$ cat config.mk
export PLATFORM = sky130hd
export DESIGN_NAME = seg_addr_unit
export DESIGN_NICKNAME = d
export VERILOG_FILES = /design/src/rtl/seg_pkg.sv /design/src/rtl/seg_regfile.sv /design/src/rtl/seg_addr_gen.sv /design/src/rtl/seg_limit_check.sv /design/src/rtl/seg_out_stage.sv /design/src/rtl/seg_addr_unit.sv
export SDC_FILE = /design/constraint.sdc
export NUM_CORES = 1
export LEC_CHECK = 0
export ABC_AREA = 1
export BUFFER_PORTS_ARGS = -buffer_cell sky130_fd_sc_hd__buf_2
export CORE_UTILIZATION = 40
export CTS_CLUSTER_SIZE = 12
export DETAILED_ROUTE_END_ITERATION = 8
export GPL_TIMING_DRIVEN = 1
export PLACE_DENSITY = 0.6
export SETUP_SLACK_MARGIN = 0.02
export SLEW_MARGIN = 5
export SYNTH_ARGS = -nofsm -noshare
export SYNTH_HDL_FRONTEND = slang
export SYNTH_SLANG_ARGS = --single-unit
$ cat constraint.sdc
create_clock -name clk -period 24.4 [get_ports clk]
set_clock_uncertainty 0.15 [all_clocks]
set_input_delay 2.44 -clock clk [delete_from_list [all_inputs] [get_ports clk]]
set_output_delay 2.44 -clock clk [all_outputs]
set_load 0.05 [all_outputs]
$ cat src/rtl/seg_pkg.sv
package seg_pkg;
  localparam int SEG_IDX_W = 3;

  typedef enum logic [SEG_IDX_W-1:0] {
    SEG_CODE = 3'd0,
    SEG_DATA = 3'd1,
    SEG_EXTR = 3'd2,
    SEG_STAK = 3'd3,
    SEG_AUXF = 3'd4,
    SEG_AUXG = 3'd5,
    SEG_BAD6 = 3'd6,
    SEG_BAD7 = 3'd7
  } seg_code_e;

  function automatic logic seg_is_valid(input logic [SEG_IDX_W-1:0] s);
    return s <= SEG_AUXG;
  endfunction

  function automatic logic seg_keeps_base_wide(input logic [SEG_IDX_W-1:0] s);
    return (s == SEG_AUXF) || (s == SEG_AUXG);
  endfunction

  function automatic logic seg_checked_wide(input logic [SEG_IDX_W-1:0] s);
    return (s == SEG_DATA) || (s == SEG_EXTR) || (s == SEG_STAK) || (s == SEG_AUXF);
  endfunction
endpackage

$ cat src/rtl/seg_regfile.sv
module seg_regfile
  import seg_pkg::*;
#(
  parameter int NSEG  = 6,
  parameter int AW    = 64,
  parameter int LIM_W = 32
) (
  input  logic                 clk,
  input  logic                 rst_n,
  input  logic                 wr_en,
  input  logic [SEG_IDX_W-1:0] wr_idx,
  input  logic [AW-1:0]        wr_base,
  input  logic [LIM_W-1:0]     wr_limit,
  input  logic [SEG_IDX_W-1:0] rd_idx,
  output logic [AW-1:0]        rd_base,
  output logic [LIM_W-1:0]     rd_limit
);
  logic [AW-1:0]    base_q  [NSEG];
  logic [LIM_W-1:0] limit_q [NSEG];

  for (genvar g = 0; g < NSEG; g++) begin : g_entry
    always_ff @(posedge clk) begin
      if (!rst_n) begin
        base_q[g]  <= '0;
        limit_q[g] <= '1;
      end else if (wr_en && (int'(wr_idx) == g)) begin
        base_q[g]  <= wr_base;
        limit_q[g] <= wr_limit;
      end
    end
  end

  always_comb begin
    rd_base  = '0;
    rd_limit = '0;
    for (int i = 0; i < NSEG; i++) begin
      if (int'(rd_idx) == i) begin
        rd_base  = base_q[i];
        rd_limit = limit_q[i];
      end
    end
  end
endmodule

$ cat src/rtl/seg_addr_gen.sv
module seg_addr_gen
  import seg_pkg::*;
#(
  parameter int AW   = 64,
  parameter int LAW  = 32
) (
  input  logic [SEG_IDX_W-1:0] seg,
  input  logic                 mode64,
  input  logic [AW-1:0]        ea,
  input  logic [AW-1:0]        base,
  output logic [AW-1:0]        lin
);
  logic [AW-1:0]  wide_base;
  logic [LAW-1:0] narrow_sum;

  always_comb begin
    wide_base  = (seg_keeps_base_wide(seg)) ? base : '0;
    narrow_sum = ea[LAW-1:0] + base[LAW-1:0];
    if (mode64) lin = ea + wide_base;
    else        lin = {{(AW-LAW){1'b0}}, narrow_sum};
  end
endmodule

$ cat src/rtl/seg_limit_check.sv
module seg_limit_check
  import seg_pkg::*;
#(
  parameter int AW    = 64,
  parameter int LAW   = 32,
  parameter int LIM_W = 32,
  parameter int SZ_W  = 4
) (
  input  logic [SEG_IDX_W-1:0] seg,
  input  logic                 mode64,
  input  logic                 lim_en,
  input  logic [1:0]           cpl,
  input  logic [AW-1:0]        ea,
  input  logic [SZ_W-1:0]      size,
  input  logic [LIM_W-1:0]     limit,
  output logic                 fault
);
  localparam int EW = AW + 1;

  logic [SZ_W-1:0] sz_m1;
  logic [EW-1:0]   ofs_ext;
  logic [EW-1:0]   last_byte;
  logic [EW-1:0]   lim_ext;
  logic            check_on;

  always_comb begin
    sz_m1     = (size == '0) ? '0 : size - 1'b1;
    ofs_ext   = mode64 ? {1'b0, ea} : {{(EW-LAW){1'b0}}, ea[LAW-1:0]};
    last_byte = ofs_ext + {{(EW-SZ_W){1'b0}}, sz_m1};
    lim_ext   = {{(EW-LIM_W){1'b0}}, limit};
    if (mode64) check_on = lim_en && (cpl != 2'd0) && seg_checked_wide(seg);
    else        check_on = 1'b1;
    fault = !seg_is_valid(seg) || (check_on && (last_byte > lim_ext));
  end
endmodule

$ cat src/rtl/seg_out_stage.sv
module seg_out_stage #(
  parameter int AW = 64
) (
  input  logic          clk,
  input  logic          rst_n,
  input  logic          in_valid,
  output logic          in_ready,
  input  logic [AW-1:0] in_lin,
  input  logic          in_fault,
  output logic          out_valid,
  input  logic          out_ready,
  output logic [AW-1:0] out_lin,
  output logic          out_fault
);
  assign in_ready = !out_valid || out_ready;

  always_ff @(posedge clk) begin
    if (!rst_n) begin
      out_valid <= 1'b0;
      out_lin   <= '0;
      out_fault <= 1'b0;
    end else if (in_ready) begin
      out_valid <= in_valid;
      if (in_valid) begin
        out_lin   <= in_lin;
        out_fault <= in_fault;
      end
    end
  end
endmodule

$ cat src/rtl/seg_addr_unit.sv
module seg_addr_unit
  import seg_pkg::*;
#(
  parameter int AW    = 64,
  parameter int LAW   = 32,
  parameter int LIM_W = 32,
  parameter int SZ_W  = 4,
  parameter int NSEG  = 6
) (
  input  logic                 clk,
  input  logic                 rst_n,
  input  logic                 cfg_we,
  input  logic [SEG_IDX_W-1:0] cfg_idx,
  input  logic [AW-1:0]        cfg_base,
  input  logic [LIM_W-1:0]     cfg_limit,
  input  logic                 req_valid,
  output logic                 req_ready,
  input  logic [SEG_IDX_W-1:0] req_seg,
  input  logic [AW-1:0]        req_ea,
  input  logic [SZ_W-1:0]      req_size,
  input  logic                 req_write,
  input  logic [1:0]           req_cpl,
  input  logic                 req_mode64,
  input  logic                 req_limchk_en,
  output logic                 rsp_valid,
  input  logic                 rsp_ready,
  output logic [AW-1:0]        rsp_lin,
  output logic                 rsp_fault
);
  logic [AW-1:0]    sel_base;
  logic [LIM_W-1:0] sel_limit;
  logic [AW-1:0]    lin_d;
  logic             fault_d;
  logic             unused_write;

  assign unused_write = req_write;

  seg_regfile #(.NSEG(NSEG), .AW(AW), .LIM_W(LIM_W)) u_rf (
    .clk(clk), .rst_n(rst_n),
    .wr_en(cfg_we), .wr_idx(cfg_idx), .wr_base(cfg_base), .wr_limit(cfg_limit),
    .rd_idx(req_seg), .rd_base(sel_base), .rd_limit(sel_limit)
  );

  seg_addr_gen #(.AW(AW), .LAW(LAW)) u_gen (
    .seg(req_seg), .mode64(req_mode64), .ea(req_ea), .base(sel_base), .lin(lin_d)
  );

  seg_limit_check #(.AW(AW), .LAW(LAW), .LIM_W(LIM_W), .SZ_W(SZ_W)) u_lim (
    .seg(req_seg), .mode64(req_mode64), .lim_en(req_limchk_en), .cpl(req_cpl),
    .ea(req_ea), .size(req_size), .limit(sel_limit), .fault(fault_d)
  );

  seg_out_stage #(.AW(AW)) u_out (
    .clk(clk), .rst_n(rst_n),
    .in_valid(req_valid), .in_ready(req_ready), .in_lin(lin_d), .in_fault(fault_d),
    .out_valid(rsp_valid), .out_ready(rsp_ready), .out_lin(rsp_lin), .out_fault(rsp_fault)
  );
endmodule

Word level (Yosys, flattened, before mapping)
Memory sizes are Yosys's and may differ from the RTL's.
Index checks and enable logic that the tools add are counted.
{"block": "word_totals", "memories": 2, "regBits": 66, "inputBits": 180, "wordCells": 108, "out_inout_bits": 67, "ram_bits": 576}
{"name": "u_rf.base_q", "depth": 6, "width": 64, "rd": 6, "rd_ports_with_merged_regs": 0, "write_ports": 6, "line": "seg_regfile.sv:18", "text": "logic [AW-1:0] base_q [NSEG];"}
{"name": "u_rf.limit_q", "depth": 6, "width": 32, "rd": 6, "rd_ports_with_merged_regs": 0, "write_ports": 6, "line": "seg_regfile.sv:19", "text": "logic [LIM_W-1:0] limit_q [NSEG];"}
{"block": "op_classes", "n_mux": 48, "n_lt_le_gt_ge": 2, "n_reduce_logical": 22, "n_addsub": 4, "eq_ne": 15, "n_bitwise": 12}
{"cell": "$mux 64", "n": 15}
{"cell": "$mux 32", "n": 12}
{"cell": "$add 65x4->65", "n": 1}
{"cell": "$gt 65x32->1", "n": 1}
{"cell": "$add 64x64->64", "n": 1}
{"cell": "$add 32x32->32", "n": 1}
{"cell": "$eq 3x3->1 const B", "n": 10}
{"cell": "$mux 1", "n": 20}
{"cell": "$eq 3x2->1 const B", "n": 4}
{"cell": "$or 1x1->1", "n": 12}
{"cell": "$logic_and 1x1->1", "n": 9}
{"cell": "$logic_not 3->1", "n": 2}
{"cell": "$logic_or 1x1->1", "n": 6}
{"cell": "$logic_not 4->1", "n": 1}
{"cell": "$mux 4", "n": 1}
{"cell": "$sub 4x1->4 const B", "n": 1}
{"cell": "$eq 3x1->1 const B", "n": 1}
{"cell": "$le 3x3->1 const B", "n": 1}
{"cell": "$logic_not 1->1", "n": 2}
{"cell": "$reduce_and 2->1", "n": 1}
{"cell": "$reduce_bool 2->1", "n": 1}

Depth between registers and ports, before layout
{"block": "logic_depth", "ltp_word": 10, "depth_mapped": 28, "ltp_nobuf": 27}

By module
Synthesis repeated with hierarchy kept, for this count alone.
{"block": "hier_totals", "cells_unflattened": 5508, "area_unflattened_um2": 40452.5}
{"module": "seg_regfile", "cells_each": 2399, "seq_area_each_um2": 17296.6, "area_per_inst_um2": 24903.9, "n_inst": 1}
{"module": "seg_addr_gen", "cells_each": 1906, "seq_area_each_um2": 0.0, "area_per_inst_um2": 8732.1, "n_inst": 1}
{"module": "seg_limit_check", "cells_each": 772, "seq_area_each_um2": 0.0, "area_per_inst_um2": 3852.4, "n_inst": 1}
{"module": "seg_out_stage", "cells_each": 431, "seq_area_each_um2": 1321.3, "area_per_inst_um2": 2964.1, "n_inst": 1}

Worst setup path before layout
No wires, ideal clock.
{"block": "synth_timing", "path_type": "input port to flip-flop", "startpoint": "in cfg_idx[0]", "endpoint": "mem u_rf.base_q[5][36] (netlist: u_rf.base_q[2][100]) (enable)", "cell_stages": 4, "n_path_buf": 0, "path_slack_ps": 14203, "arrival_time_ps": 9364, "setup_time_ps": 683, "required_ps": 23567, "cell_sequence": "inv_1 > nor2_1 > inv_1 > o21ai_0"}
{"element": "start, declared", "line": "seg_addr_unit.sv:13", "text": "input logic [SEG_IDX_W-1:0] cfg_idx,"}
{"element": "end, declared", "line": "seg_regfile.sv:18"}

Worst setup path after layout
{"block": "layout_timing", "startpoint": "in req_seg[1]", "endpoint": "reg u_out.out_lin[30]"}
{"block": "layout_between", "elab_chain_len": 10, "word_cells_on_any_way": 19, "cone_classes": "add/sub: 2; eq/ne: 7; mux: 8; reduce/logical: 2"}
{"element": "start, declared", "line": "seg_addr_unit.sv:18", "text": "input logic [SEG_IDX_W-1:0] req_seg,"}
{"element": "$logic_not 3->1", "line": "seg_regfile.sv:37", "text": "if (int'(rd_idx) == i) begin"}
{"element": "$mux 64 (6 in series)", "line": "seg_regfile.sv:37"}
{"element": "$mux 64", "line": "seg_addr_gen.sv:17", "text": "wide_base = (seg_keeps_base_wide(seg)) ? base : '0;"}
{"element": "$add 64x64->64", "line": "seg_addr_gen.sv:19", "text": "if (mode64) lin = ea + wide_base;"}
{"element": "$mux 64 (*)", "line": "seg_addr_gen.sv:19"}
{"element": "end signal, assigned", "line": "seg_out_stage.sv:25", "text": "out_lin <= in_lin;"}
{"element": "end, declared", "line": "seg_out_stage.sv:12", "text": "output logic [AW-1:0] out_lin,"}
Mark *: on every way between the ends. The rest lies on a longest branch, timed or not.
A chain may end at the register's enable or synchronous reset.

==> impl_metrics.toml <==
[synthesis]
syn_nets = 4178
synth_cell_types = 48
synth_top_area_share_pct = 43.1
ys_seq_elements = 514
synth_top_area_cell = "edfxtp_1"
syn-instance-count = 3865
yosysSeqAreaShare_pct = 47.3
synthTopCellsByArea = "edfxtp_1, nand2_1, nor2_1, inv_1, ha_1"
synth.avg_cell_area_um2 = 8.08
mappedNetlistArea_um2 = 31200
ys.warnings.count = 0

[placed_design]
portBuffers = 245
dp_hpwl_mm = 80.0
globalplace.congestion = 1.00
place_ws_ns = 16.53

[timing]
fmax_mhz = 134
min_period_ns = 7.44
tightest_slew_ns = 1.12
slew_headroom_pct = 25.6
fin_tns_setup_ns = 0
finalSetupViolations = 0
hold_viol_final = 0
drv_slew = 0
setup_ws_ns = 16.96
period_share_pct = 30.5
rsz0062_at_grt = "no"

[final_layout]
fillCellCount = 7776
drive_above_1_share_pct = 10.3
area_growth_pct = 12.5
post-route-util_pct = 45.4
fin_nets = 4379

[critical_path]
cp_num_buf_inv = 5
crit_cells = 21
cp-startpoint = "req_seg[1]"
startpoint_type = "input pin"
r2r_end = "u_out.out_lin[30]$_SDFFE_PN0P_"
crit_type = "in2reg"
slowest_delay_ns = 0.66
rrSetupSlack_ns = 19.93
cp-end-kind = "flop"
worst_r2r_path_depth = 18
required_ns = 24.75
path_cells = "buf_2 > inv_2 > nor2_1 > inv_2 > nor2_4 > buf_4 > nand2_1 > a31oi_1 > o21a_1 > ha_1 > nand2_1 > o21ai_1 > a21boi_1 > o21ai_1 > nand2_1 > nand2_1 > nand2_1 > nand3_1 > nand3_1 > o211ai_1 > inv_1"
path_delay_family = "compound AO/OA/AOI/OAI gates"
endpoint = "u_out.out_lin[30]$_SDFFE_PN0P_"
critPathMaxFanout = 47
crit_top_cell = "nand2_1"
cp_slowest_cell = "buf_4"
r2r-start = "u_rf.base_q[0][64]$_SDFFCE_PN0P_"
cp_data_arrival_time_ns = 7.80

[die]
core-area_um2 = 77300
fp.dieH_um = 281
die-area_um2 = 79200
ioPinCount = 247
start_util_pct = 40.4
num_rows = 102
die_x_um = 281

[global_route]
grt_overflow = 0
antenna_found_initial = 5
grt_max_degree = 65
grt_pass1_wl_mm = 163
grt_util_all_layers_pct = 27.6
grt_pass1_vias = 25731

[min_path]
hold_path.class = "reg2reg"

[clocking]
cts-root-buf = "clkbuf_16"
cts_num_sinks = 514
clk_latency_ns = 0.62
clkTransAtPathRegs_ns = 0.07
clk_path_buf_depth = 3
cts_buffers = 53
postCtsSetupBuffers = 0
cts_tree = "yes"
holdBufCountCts = 0
cts.htree.levels = 2
ctsResizeCount = 0

[routing]
wl_met1_mm = 48.2
top_layer = "met5"
wl_met3_mm = 8.30
routed_wl_mm = 111
wl_per_cell_um = 21.6
viasPerCell = 5.38
drt_pass1_iterations = 6
drc = 0
ant_nets = 0
met2RoutedLength_mm = 51.3
drt_first_iter_violations = 2198
via_count = 27681

[run_status]
status = "completed"

[pwr]
p_leak_nw = 14.7
finalPower_mw = 2.22
p_per_area_nw_per_um2 = 63.3
vdd_ir_drop_max_mv = 0.0527

[flow_run]
drv_cap = 0
layout make-up:
| type | count | area, um2 | area share (%) |
|---|---|---|---|
| Antenna cell | 6 | 15.0 | 0.0428 |
| Clock buffer | 76 | 1440 | 4.09 |
| Clock inverter | 14 | 125 | 0.356 |
| Inverter | 470 | 1770 | 5.03 |
| Multi-Input combinational cell | 2745 | 14200 | 40.4 |
| Sequential cell | 514 | 14800 | 42.1 |
| Tap cell | 1040 | 1300 | 3.71 |
| Timing Repair Buffer | 282 | 1510 | 4.29 |
power by group:
part           switching (mW)  internal (mW)
logic                   0.312          0.120
clock network           0.340          0.419
registers              0.0170           1.02
total                   0.669           1.55
cell families after synthesis:
| group | Yosys count | share of synthesized area [%] |
|---|---|---|
| AOI/OAI and AO/OA | 738 | 14.4 |
| xor gates and xnor gates | 58 | 1.63 |
| adders and majority gates | 133 | 5.40 |
| buffers and inverters | 606 | 7.45 |
| DFF | 514 | 47.3 |
| and+or+nand+nor | 1816 | 23.8 |
registers in the layout, indices dropped and copies added (netlist names):
name,cells
u_out.out_fault,1
u_out.out_lin,64
u_out.out_valid,1
u_rf.base_q,256
u_rf.limit_q,192
cell usage after synthesis, drive strengths merged:
cell type and n:
or2 5, clkinv 1, o21bai 12, buf 21
xnor2 25, and3 3, and2 1, nand3b 17
a221oi 16, o22ai 33, a22o 32, a21boi 30
fa 3, nor4 10, o211ai 28, nor2 619
clkbuf 115, a31oi 60, o21a 39, edfxtp 448
o21ai 176, nor3 24, a21oi 247, inv 469
nand4 31, o2111ai 34, nor3b 1, dfxtp 66
a211oi 4, xor2 33, nand2 871, ha 130
a21o 22, a31o 2, o221ai 3, nand3 234
routing by layer:
| metal | vias to the layer above | track usage, % |
|---|---|---|
| met5 | - | 0 |
| met4 | 10 | 8.40 |
| met3 | 175 | 3.76 |
| met2 | 1025 | 44.9 |
| met1 | 12993 | 38.2 |
| li1 | 13478 | - |
placed cells by master, fill, tap and decap left out, types with 7 or more instances in the layout:
cell type and count:
a21boi_0 28, a21o_1 22, a21oi_1 247, a221oi_1 16
a22o_1 32, a31oi_1 60, buf_2 244, buf_4 38
clkbuf_1 20, clkbuf_16 53, clkinv_1 7, dfxtp_1 66
edfxtp_1 448, ha_1 130, inv_1 451, inv_2 16
nand2_1 860, nand2_2 9, nand3_1 227, nand3_2 7
nand3b_1 17, nand4_1 31, nor2_1 592, nor2_2 24
nor3_1 22, nor4_1 10, o2111ai_1 34, o211ai_1 28
o21a_1 39, o21ai_0 165, o21ai_1 7, o21bai_1 12
o22ai_1 33, xnor2_1 25, xor2_1 33
stage by stage:
| step | hold WS, ns | area [um2] | cells |
|---|---|---|---|
| 2_1_floorplan | 0.540 | 31200 | 3865 |
| 3_3_place_gp | 0.299 | 33500 | 5051 |
| 3_5_place_dp | 0.302 | 33500 | 5051 |
| 4_1_cts | 0.313 | 35100 | 5141 |
| 5_1_grt | 0.329 | 35100 | 5141 |
| 6_report | 0.311 | 35100 | 5147 |
worst min path at each step:
stage	from	to	slack, ns	depth (start not counted)
6_report	u_out.out_lin[43]$_SDFFE_PN0P_	u_out.out_lin[43]$_SDFFE_PN0P_	0.31	2
5_1_grt	u_out.out_lin[43]$_SDFFE_PN0P_	u_out.out_lin[43]$_SDFFE_PN0P_	0.33	2
4_1_cts	u_out.out_lin[48]$_SDFFE_PN0P_	u_out.out_lin[48]$_SDFFE_PN0P_	0.31	2
3_5_place_dp	u_out.out_lin[48]$_SDFFE_PN0P_	u_out.out_lin[48]$_SDFFE_PN0P_	0.30	2
3_3_place_gp	u_out.out_lin[52]$_SDFFE_PN0P_	u_out.out_lin[52]$_SDFFE_PN0P_	0.30	2
2_1_floorplan	u_out.out_lin[35]$_SDFFE_PN0P_	u_out.out_lin[35]$_SDFFE_PN0P_	0.54	2
worst reg2reg max path, delay by kind of cell, from the launching register on:
family,cells,cell delay (ns)
flip-flops,1,0.32
AND/OR/NAND/NOR,5,0.90
adder cells (fa/ha/maj),2,0.53
buffers and inverters,3,0.14
AO/OA/AOI/OAI,8,2.31
Power figures use the tool's default switching activity.
